### src/rtl/llw_pkg.sv
// Shared definitions for the descriptor walker.
// Assumes: control word bit positions are fixed by the descriptor format.
package llw_pkg;
    localparam int CB_CYCLE  = 0;
    localparam int CB_TOGGLE = 1;
    localparam int CB_LINK   = 2;
    localparam int CB_LIRQ   = 3;
    localparam int CB_RIRQ   = 4;

    typedef enum logic [1:0] {
        ST_IDLE  = 2'd0,
        ST_FETCH = 2'd1,
        ST_MOVE  = 2'd2
    } walk_state_t;
endpackage

### src/rtl/llw_regs.sv
// Software-visible list pointer and consumer cycle state.
// Assumes: writes are accepted only while the walker is idle; the walker
// may toggle the cycle state at any time while busy.
module llw_regs #(
    parameter int ADDR_W = 64,
    localparam int HALF_W = ADDR_W / 2
) (
    input  logic              clk,
    input  logic              rst_n,
    input  logic              busy,
    input  logic              ptr_lo_we,
    input  logic              ptr_hi_we,
    input  logic [HALF_W-1:0] ptr_wdata,
    input  logic              sync_we,
    input  logic              sync_cycle,
    input  logic              toggle_req,
    output logic [ADDR_W-1:0] list_ptr,
    output logic              cyc_state
);
    // Pointer halves load from software when idle.
    always_ff @(posedge clk) begin
        if (!rst_n) begin
            list_ptr <= '0;
        end else if (!busy) begin
            if (ptr_lo_we) list_ptr[HALF_W-1:0]      <= ptr_wdata;
            if (ptr_hi_we) list_ptr[ADDR_W-1:HALF_W] <= ptr_wdata;
        end
    end

    // Cycle state: sync write when idle, toggle from a link while busy.
    always_ff @(posedge clk) begin
        if (!rst_n) begin
            cyc_state <= 1'b0;
        end else if (toggle_req) begin
            cyc_state <= ~cyc_state;
        end else if (!busy && sync_we) begin
            cyc_state <= sync_cycle;
        end
    end
endmodule

### src/rtl/llw_walker.sv
// Walk state machine: fetches element words, checks ownership, follows
// links and issues transfer orders and interrupt pulses.
// Assumes: one read outstanding; rd_ack may come in the request cycle.
module llw_walker
    import llw_pkg::*;
#(
    parameter int ADDR_W     = 64,
    parameter int WORD_BYTES = 8,
    localparam int WORD_W    = WORD_BYTES * 8,
    localparam int CTRL_W    = WORD_W / 2,
    localparam int ELEM_BYTES = 3 * WORD_BYTES
) (
    input  logic              clk,
    input  logic              rst_n,
    input  logic              ll_en,
    input  logic              doorbell,
    input  logic [ADDR_W-1:0] list_ptr,
    input  logic              cyc_state,
    output logic              toggle_req,
    output logic              rd_req,
    output logic [ADDR_W-1:0] rd_addr,
    input  logic              rd_ack,
    input  logic [WORD_W-1:0] rd_data,
    input  logic              rd_err,
    output logic              xfer_valid,
    input  logic              xfer_ready,
    output logic [ADDR_W-1:0] xfer_src,
    output logic [ADDR_W-1:0] xfer_dst,
    output logic [CTRL_W-1:0] xfer_len,
    output logic              busy,
    output logic              halted,
    output logic              irq_stop,
    output logic              irq_remote,
    output logic              irq_abort
);
    walk_state_t       state;
    logic [ADDR_W-1:0] cur_ptr;
    logic [1:0]        widx;
    logic [CTRL_W-1:0] ctrl;
    logic              good_rd;

    // Read port and status decode.
    always_comb begin
        rd_req     = (state == ST_FETCH);
        rd_addr    = cur_ptr + ADDR_W'(widx) * ADDR_W'(WORD_BYTES);
        xfer_valid = (state == ST_MOVE);
        busy       = (state != ST_IDLE);
        good_rd    = rd_req && rd_ack && !rd_err;
        toggle_req = good_rd && (widx == 2'd1) && ctrl[CB_LINK] && ctrl[CB_TOGGLE];
    end

    // Walk sequencing and one-cycle event pulses.
    always_ff @(posedge clk) begin
        if (!rst_n) begin
            state      <= ST_IDLE;
            cur_ptr    <= '0;
            widx       <= '0;
            ctrl       <= '0;
            xfer_len   <= '0;
            xfer_src   <= '0;
            xfer_dst   <= '0;
            halted     <= 1'b0;
            irq_stop   <= 1'b0;
            irq_remote <= 1'b0;
            irq_abort  <= 1'b0;
        end else begin
            halted     <= 1'b0;
            irq_stop   <= 1'b0;
            irq_remote <= 1'b0;
            irq_abort  <= 1'b0;
            case (state)
                ST_IDLE: begin
                    if (doorbell && ll_en) begin
                        state   <= ST_FETCH;
                        cur_ptr <= list_ptr;
                        widx    <= '0;
                    end
                end
                ST_FETCH: begin
                    if (rd_ack && rd_err) begin
                        irq_abort <= 1'b1;
                        state     <= ST_IDLE;
                    end else if (rd_ack) begin
                        case (widx)
                            2'd0: begin
                                ctrl     <= rd_data[CTRL_W-1:0];
                                xfer_len <= rd_data[WORD_W-1:CTRL_W];
                                if (rd_data[CB_CYCLE] != cyc_state) begin
                                    halted <= 1'b1;
                                    state  <= ST_IDLE;
                                end else begin
                                    widx <= 2'd1;
                                end
                            end
                            2'd1: begin
                                if (ctrl[CB_LINK]) begin
                                    cur_ptr <= rd_data[ADDR_W-1:0];
                                    widx    <= 2'd0;
                                end else begin
                                    xfer_src <= rd_data[ADDR_W-1:0];
                                    widx     <= 2'd2;
                                end
                            end
                            default: begin
                                xfer_dst <= rd_data[ADDR_W-1:0];
                                widx     <= 2'd0;
                                state    <= ST_MOVE;
                            end
                        endcase
                    end
                end
                ST_MOVE: begin
                    if (xfer_ready) begin
                        irq_stop   <= ctrl[CB_LIRQ];
                        irq_remote <= ctrl[CB_RIRQ];
                        cur_ptr    <= cur_ptr + ADDR_W'(ELEM_BYTES);
                        state      <= ST_FETCH;
                    end
                end
                default: state <= ST_IDLE;
            endcase
        end
    end
endmodule

### src/rtl/desc_walker.sv
// Top of the single-channel linked-list descriptor walker.
// Assumes: ADDR_W is twice the pointer-half width and fits one memory word.
module desc_walker #(
    parameter int ADDR_W     = 64,
    parameter int WORD_BYTES = 8,
    localparam int HALF_W    = ADDR_W / 2,
    localparam int WORD_W    = WORD_BYTES * 8,
    localparam int LEN_W     = WORD_W / 2
) (
    input  logic              clk,
    input  logic              rst_n,
    input  logic              ll_en,
    input  logic              ptr_lo_we,
    input  logic              ptr_hi_we,
    input  logic [HALF_W-1:0] ptr_wdata,
    input  logic              sync_we,
    input  logic              sync_cycle,
    input  logic              doorbell,
    output logic              rd_req,
    output logic [ADDR_W-1:0] rd_addr,
    input  logic              rd_ack,
    input  logic [WORD_W-1:0] rd_data,
    input  logic              rd_err,
    output logic              xfer_valid,
    input  logic              xfer_ready,
    output logic [ADDR_W-1:0] xfer_src,
    output logic [ADDR_W-1:0] xfer_dst,
    output logic [LEN_W-1:0]  xfer_len,
    output logic              busy,
    output logic              cyc_state,
    output logic              halted,
    output logic              irq_stop,
    output logic              irq_remote,
    output logic              irq_abort
);
    logic [ADDR_W-1:0] list_ptr;
    logic              toggle_req;

    llw_regs #(.ADDR_W(ADDR_W)) u_regs (
        .clk(clk), .rst_n(rst_n), .busy(busy),
        .ptr_lo_we(ptr_lo_we), .ptr_hi_we(ptr_hi_we), .ptr_wdata(ptr_wdata),
        .sync_we(sync_we), .sync_cycle(sync_cycle), .toggle_req(toggle_req),
        .list_ptr(list_ptr), .cyc_state(cyc_state)
    );

    llw_walker #(.ADDR_W(ADDR_W), .WORD_BYTES(WORD_BYTES)) u_walker (
        .clk(clk), .rst_n(rst_n), .ll_en(ll_en), .doorbell(doorbell),
        .list_ptr(list_ptr), .cyc_state(cyc_state), .toggle_req(toggle_req),
        .rd_req(rd_req), .rd_addr(rd_addr), .rd_ack(rd_ack),
        .rd_data(rd_data), .rd_err(rd_err),
        .xfer_valid(xfer_valid), .xfer_ready(xfer_ready),
        .xfer_src(xfer_src), .xfer_dst(xfer_dst), .xfer_len(xfer_len),
        .busy(busy), .halted(halted), .irq_stop(irq_stop),
        .irq_remote(irq_remote), .irq_abort(irq_abort)
    );
endmodule

### config.mk
export PLATFORM = sky130hd
export DESIGN_NAME = desc_walker
export DESIGN_NICKNAME = d
export VERILOG_FILES = /design/src/rtl/llw_pkg.sv /design/src/rtl/llw_regs.sv /design/src/rtl/llw_walker.sv /design/src/rtl/desc_walker.sv
export SDC_FILE = /design/constraint.sdc
export NUM_CORES = 1
export LEC_CHECK = 0
export CAP_MARGIN = 10
export CORE_MARGIN = 4
export CORE_UTILIZATION = 26
export CTS_CLUSTER_DIAMETER = 50
export DETAILED_ROUTE_END_ITERATION = 8
export PLACE_DENSITY = 0.57
export SYNTH_ARGS = -nofsm -noshare
export SYNTH_HDL_FRONTEND = slang
export SYNTH_SLANG_ARGS = --single-unit
### constraint.sdc
create_clock -name clk -period 2.9 [get_ports clk]
set_input_delay 0.29 -clock clk [delete_from_list [all_inputs] [get_ports clk]]
set_output_delay 0.29 -clock clk [all_outputs]
set_load 0.03 [all_outputs]
==> metrics.md <==
| Metric | Value |
|---|---|
| Final worst setup slack | `-204 ps` |
| Overall Global Routing Usage | `23.1%` |
| TritonRoute pass-1 iters | `8` |
| Routability cong. | `1.02` |
| Seq cells post-synth | `301` |
| Lkg Pwr | `0.00824 uW` |
| Flop pwr share | `35.3%` |
| Total power | `12700 uW` |
| Synth warnings | `0` |
| Later-pin clock latency in the skew report | `580 ps` |
| Main synth FF type | `dfxtp_1` |
| Setup violators final | `30` |
| Worst-path fanout max | `6` |
| Area fraction of the dominant cell type after synthesis | `41.5%` |
| Post-route DRC | `0` |
| Post-layout util | `~42%` |
| Total die area | `a little under 60000 um2` |
| Via density | `5.09` |
| Syn Area/Cell | `7.38 um2` |
| Outcome | `finished with violations` |
| Slew headroom | `40.0%` |
| Layout area overhead | `60.0%` |
| Vias in the first global route | `15600` |
| Worst Tran Pin Value | `slightly below 900 ps` |
| Routing usage on met1 | `between 20 and 30%` |
| Post-DP HPWL | `54.0 mm` |
| Root buf cell | `clkbuf_16` |
| Fin. Hold Viols | `0` |
| Share of power burned in the clock network | `roughly 46%` |
| EDFF count, synth | `0` |
| First-pass GRT wire length | `104 mm` |
| Die Width | `244 um` |
| Clock transition at path regs | `roughly 60 ps` |
| Nets | `about 2500` |
| Crit path max-delay cell type | `dfxtp_1` |
| HP Class | `input pin to register` |
| CP Capture Type | `primary output` |
| Synth area leaders | `dfxtp_1 42%, nand2_1 15%, a21oi_1 7.0%` |
| Kind of critical path | `register to primary output` |
| Fin crit period | `3100 ps` |
| Sw frac | `30.0%` |
| Max_cap viols | `0` |
| RSZ-0062 raised after global routing | `true` |
| Core area | `roughly 55000 um2` |
| Max Slew Vio Count | `0` |
| Initial antenna violation count | `4` |
| Setup TNS | `-2880 ps` |
| CP Cell Sequence | `buf_4 -> nand4_1 -> nor4_1 -> nand3_1 -> nor2_4 -> xor2_2 -> clkbuf_16` |
| Pint | `8920 uW` |
| CTS Hold Bufs | `0` |
| Chip Height | `244 um` |
| Ys async rst share | `0%` |
| Setup crit start kind | `register` |
| Worst path required time | `roughly 2600 ps` |
| Post-synth top area cell | `dfxtp_1` |
| Logic gate share of total power | `around a fifth` |
| Cts bufs inserted | `45` |
| Initial core utilization | `26.3%` |
| Max incr delay on CP | `approximately 400 ps` |
| Grt ovf | `0` |
| Hold slack | `~86 ps` |
| Net Count, Synth | `2081` |
| Clock tree sinks | `301` |
| Pin count of the biggest net entering global routing | `160` |
| Wire per inst | `about 23 um` |
| Final Routed Wirelength | `72.6 mm` |
| Vias after detailed routing | `16100` |
| Pwr dens | `between 500 and 600 nW/um2` |
| H-tree depth | `2` |
| Distinct cell type count after synthesis | `66` |
| ANT nets after route | `0` |
| M3 GR Usage | `6.67%` |
| Layout cells sized above 1 | `20.7%` |
| CTS tree | `yes` |
| CP arrival | `2810 ps` |
| Post-Syn Instances | `just under 2000` |
| # port buffers | `338` |
| Sequential element share of the synthesized area | `41.5%` |
| Mapped cell area | `around 15000 um2` |
| Buf/Inv on CP | `2` |
| DRT iter0 DRCs | `between 1500 and 2000` |
| Clock buffer depth | `3` |
| I/O pin cnt | `339` |
| Failing checks | `negative setup slack` |
| Layer carrying the most global-route usage | `met2` |
| Peak supply drop | `between 400 and 500 uV` |
| Peak Freq | `about 320 MHz` |
| Clock Skew | `~21 ps` |
| Fin crit share | `107%` |
| Largest delay share family, worst path | `simple AND/OR/NAND/NOR gates` |
| Met2 GRT Util | `between 30% and 40%` |
| Sw power | `3820 uW` |
| Fill count | `5523` |
| Rows | `86` |
==> area by class of cell <==
| type | count | area [um2] | area share (%) |
|---|---|---|---|
| well taps | 748 | 936 | 4.03 |
| inverters | 32 | 125 | 0.539 |
| flip-flops and latches | 301 | 6080 | 26.2 |
| clock buffers | 59 | 1260 | 5.42 |
| diodes | 3 | 7.51 | 0.0323 |
| multi-input cells | 1465 | 8800 | 37.9 |
| clock inverters | 24 | 335 | 1.44 |
| repair buffers | 539 | 5690 | 24.5 |
==> stage by stage <==
| step | setup slack (ps) | std cells | instance area, um2 |
|---|---|---|---|
| after global placement | 66.5 | 3057 | 20100 |
| after CTS | -280 | 3147 | 22600 |
| after floorplan | 70.9 | 1966 | 14500 |
| after global routing | -283 | 3169 | 23200 |
| after detailed placement | 65.8 | 3057 | 20100 |
| final | -204 | 3171 | 23200 |
==> logic make-up after synthesis <==
family,after synthesis,synth area share [%]
buffers and inverters,200,5.43
DFF,301,41.5
and+or+nand+nor,901,27.5
xor gates and xnor gates,60,3.62
muxes,6,0.422
AOI/OAI and AO/OA,490,20.7
adders and majority gates,8,0.741
==> per-layer routing <==
layer  vias up  share of wire (%)
met5         -                  0
met1      7715                 40
met3       168                8.5
met4         0                5.3
met2       723                 46
li1       7539                  -
==> worst register-to-register path, cell delays in order, from the launching register on <==
cell and delay (ps):
dfxtp_1 340, inv_1 130, ha_4 170, a21boi_1 460, a2111oi_1 130, buf_4 170
and2_1 280, a21oi_1 550, o311ai_0 260, a21oi_1 180
==> registers in the layout, summed over array words and instances, names as in the netlist <==
name                 flops
u_regs.list_ptr         64
u_walker.cur_ptr        64
u_walker.xfer_dst       64
u_walker.xfer_src       64
u_walker.xfer_len       32
u_walker.ctrl            4
u_walker.state           2
u_walker.widx            2
u_regs.cyc_state         1
u_walker.halted          1
u_walker.irq_abort       1
u_walker.irq_remote      1
u_walker.irq_stop        1
==> path summary, 6_finish.rpt <==
kind | start | slack (ps) | endpoint | depth (start not counted)
max | u_walker.cur_ptr[20] | -200 | rd_addr[51] | 7
min | rst_n | 90 | u_walker.cur_ptr[14] | 2
max reg2reg | u_walker.state[0] | 160 | u_walker.cur_ptr[56] | 9
min reg2reg | u_walker.ctrl[3] | 450 | u_walker.ctrl[3] | 2
==> layout by cell type, fill, tap and decap left out, types with 8 or more instances in the layout <==
cell               n
o22ai_1            9
buf_4            167
nand2_1          550
buf_6             25
clkbuf_16         54
o21ai_0           80
dfxtp_1          273
inv_6              9
a31oi_1           23
a21oi_1          201
clkdlybuf4s50_1  278
nand3_1           59
o211ai_1          18
o21a_1             8
nand2b_1          18
and4_1             8
nand4_1           34
xnor2_2           11
xnor2_1            8
inv_1             30
and3_1             9
xnor2_4           12
nand2_2            8
clkbuf_8           8
nand3_2            9
a21boi_0          85
nor2_4            20
xor2_2            19
nor4_1            12
a22oi_1           10
nor2b_1           34
a311oi_1           9
and2_1             8
dfxtp_2           22
buf_12            53
nor2_1            49
nor3_1            21
==> cell usage after synthesis, types with 3 or more instances <==
library cell / count
clkbuf_1: 139
and2_1: 9
and3_1: 10
nor2_1: 71
a31oi_1: 23
a22oi_1: 10
or3_1: 7
nand2b_1: 19
dfxtp_1: 301
a311oi_1: 9
o31ai_1: 5
nor3b_1: 5
mux2i_1: 5
nor3_1: 30
o31a_1: 4
xnor2_1: 31
clkbuf_2: 3
a21oi_1: 202
o311ai_0: 7
or2_2: 4
nor4_1: 19
nand2_1: 565
a21o_1: 4
o21a_1: 8
ha_1: 7
nand3_1: 69
a32o_1: 6
o211ai_1: 18
or4_1: 5
o22ai_1: 9
buf_2: 18
o41ai_1: 4
inv_1: 32
nor2b_1: 34
and4_1: 8
a21boi_0: 85
o21ai_0: 80
buf_4: 3
xor2_1: 29
nand4_1: 34
buf_1: 5
==> what timing repair did <==
action | CTS | global route
pin swaps | 45 | 46
gates resized for setup | 150 | 116
gates cloned | 0 | 0
setup buffers | 13 | 28
endpoints found under the setup margin | 54 | 50
==> power by group through the flow <==
stage	clock (uW)	sequential, uW	combinational, uW
4_1_cts	5950	4480	2370
2_1_floorplan	0	4510	1110
3_5_place_dp	0	4560	2300
3_3_place_gp	0	4550	2280
6_report	5840	4500	2410
5_1_grt	6120	4510	2550
(Power assumes the default switching activity.)
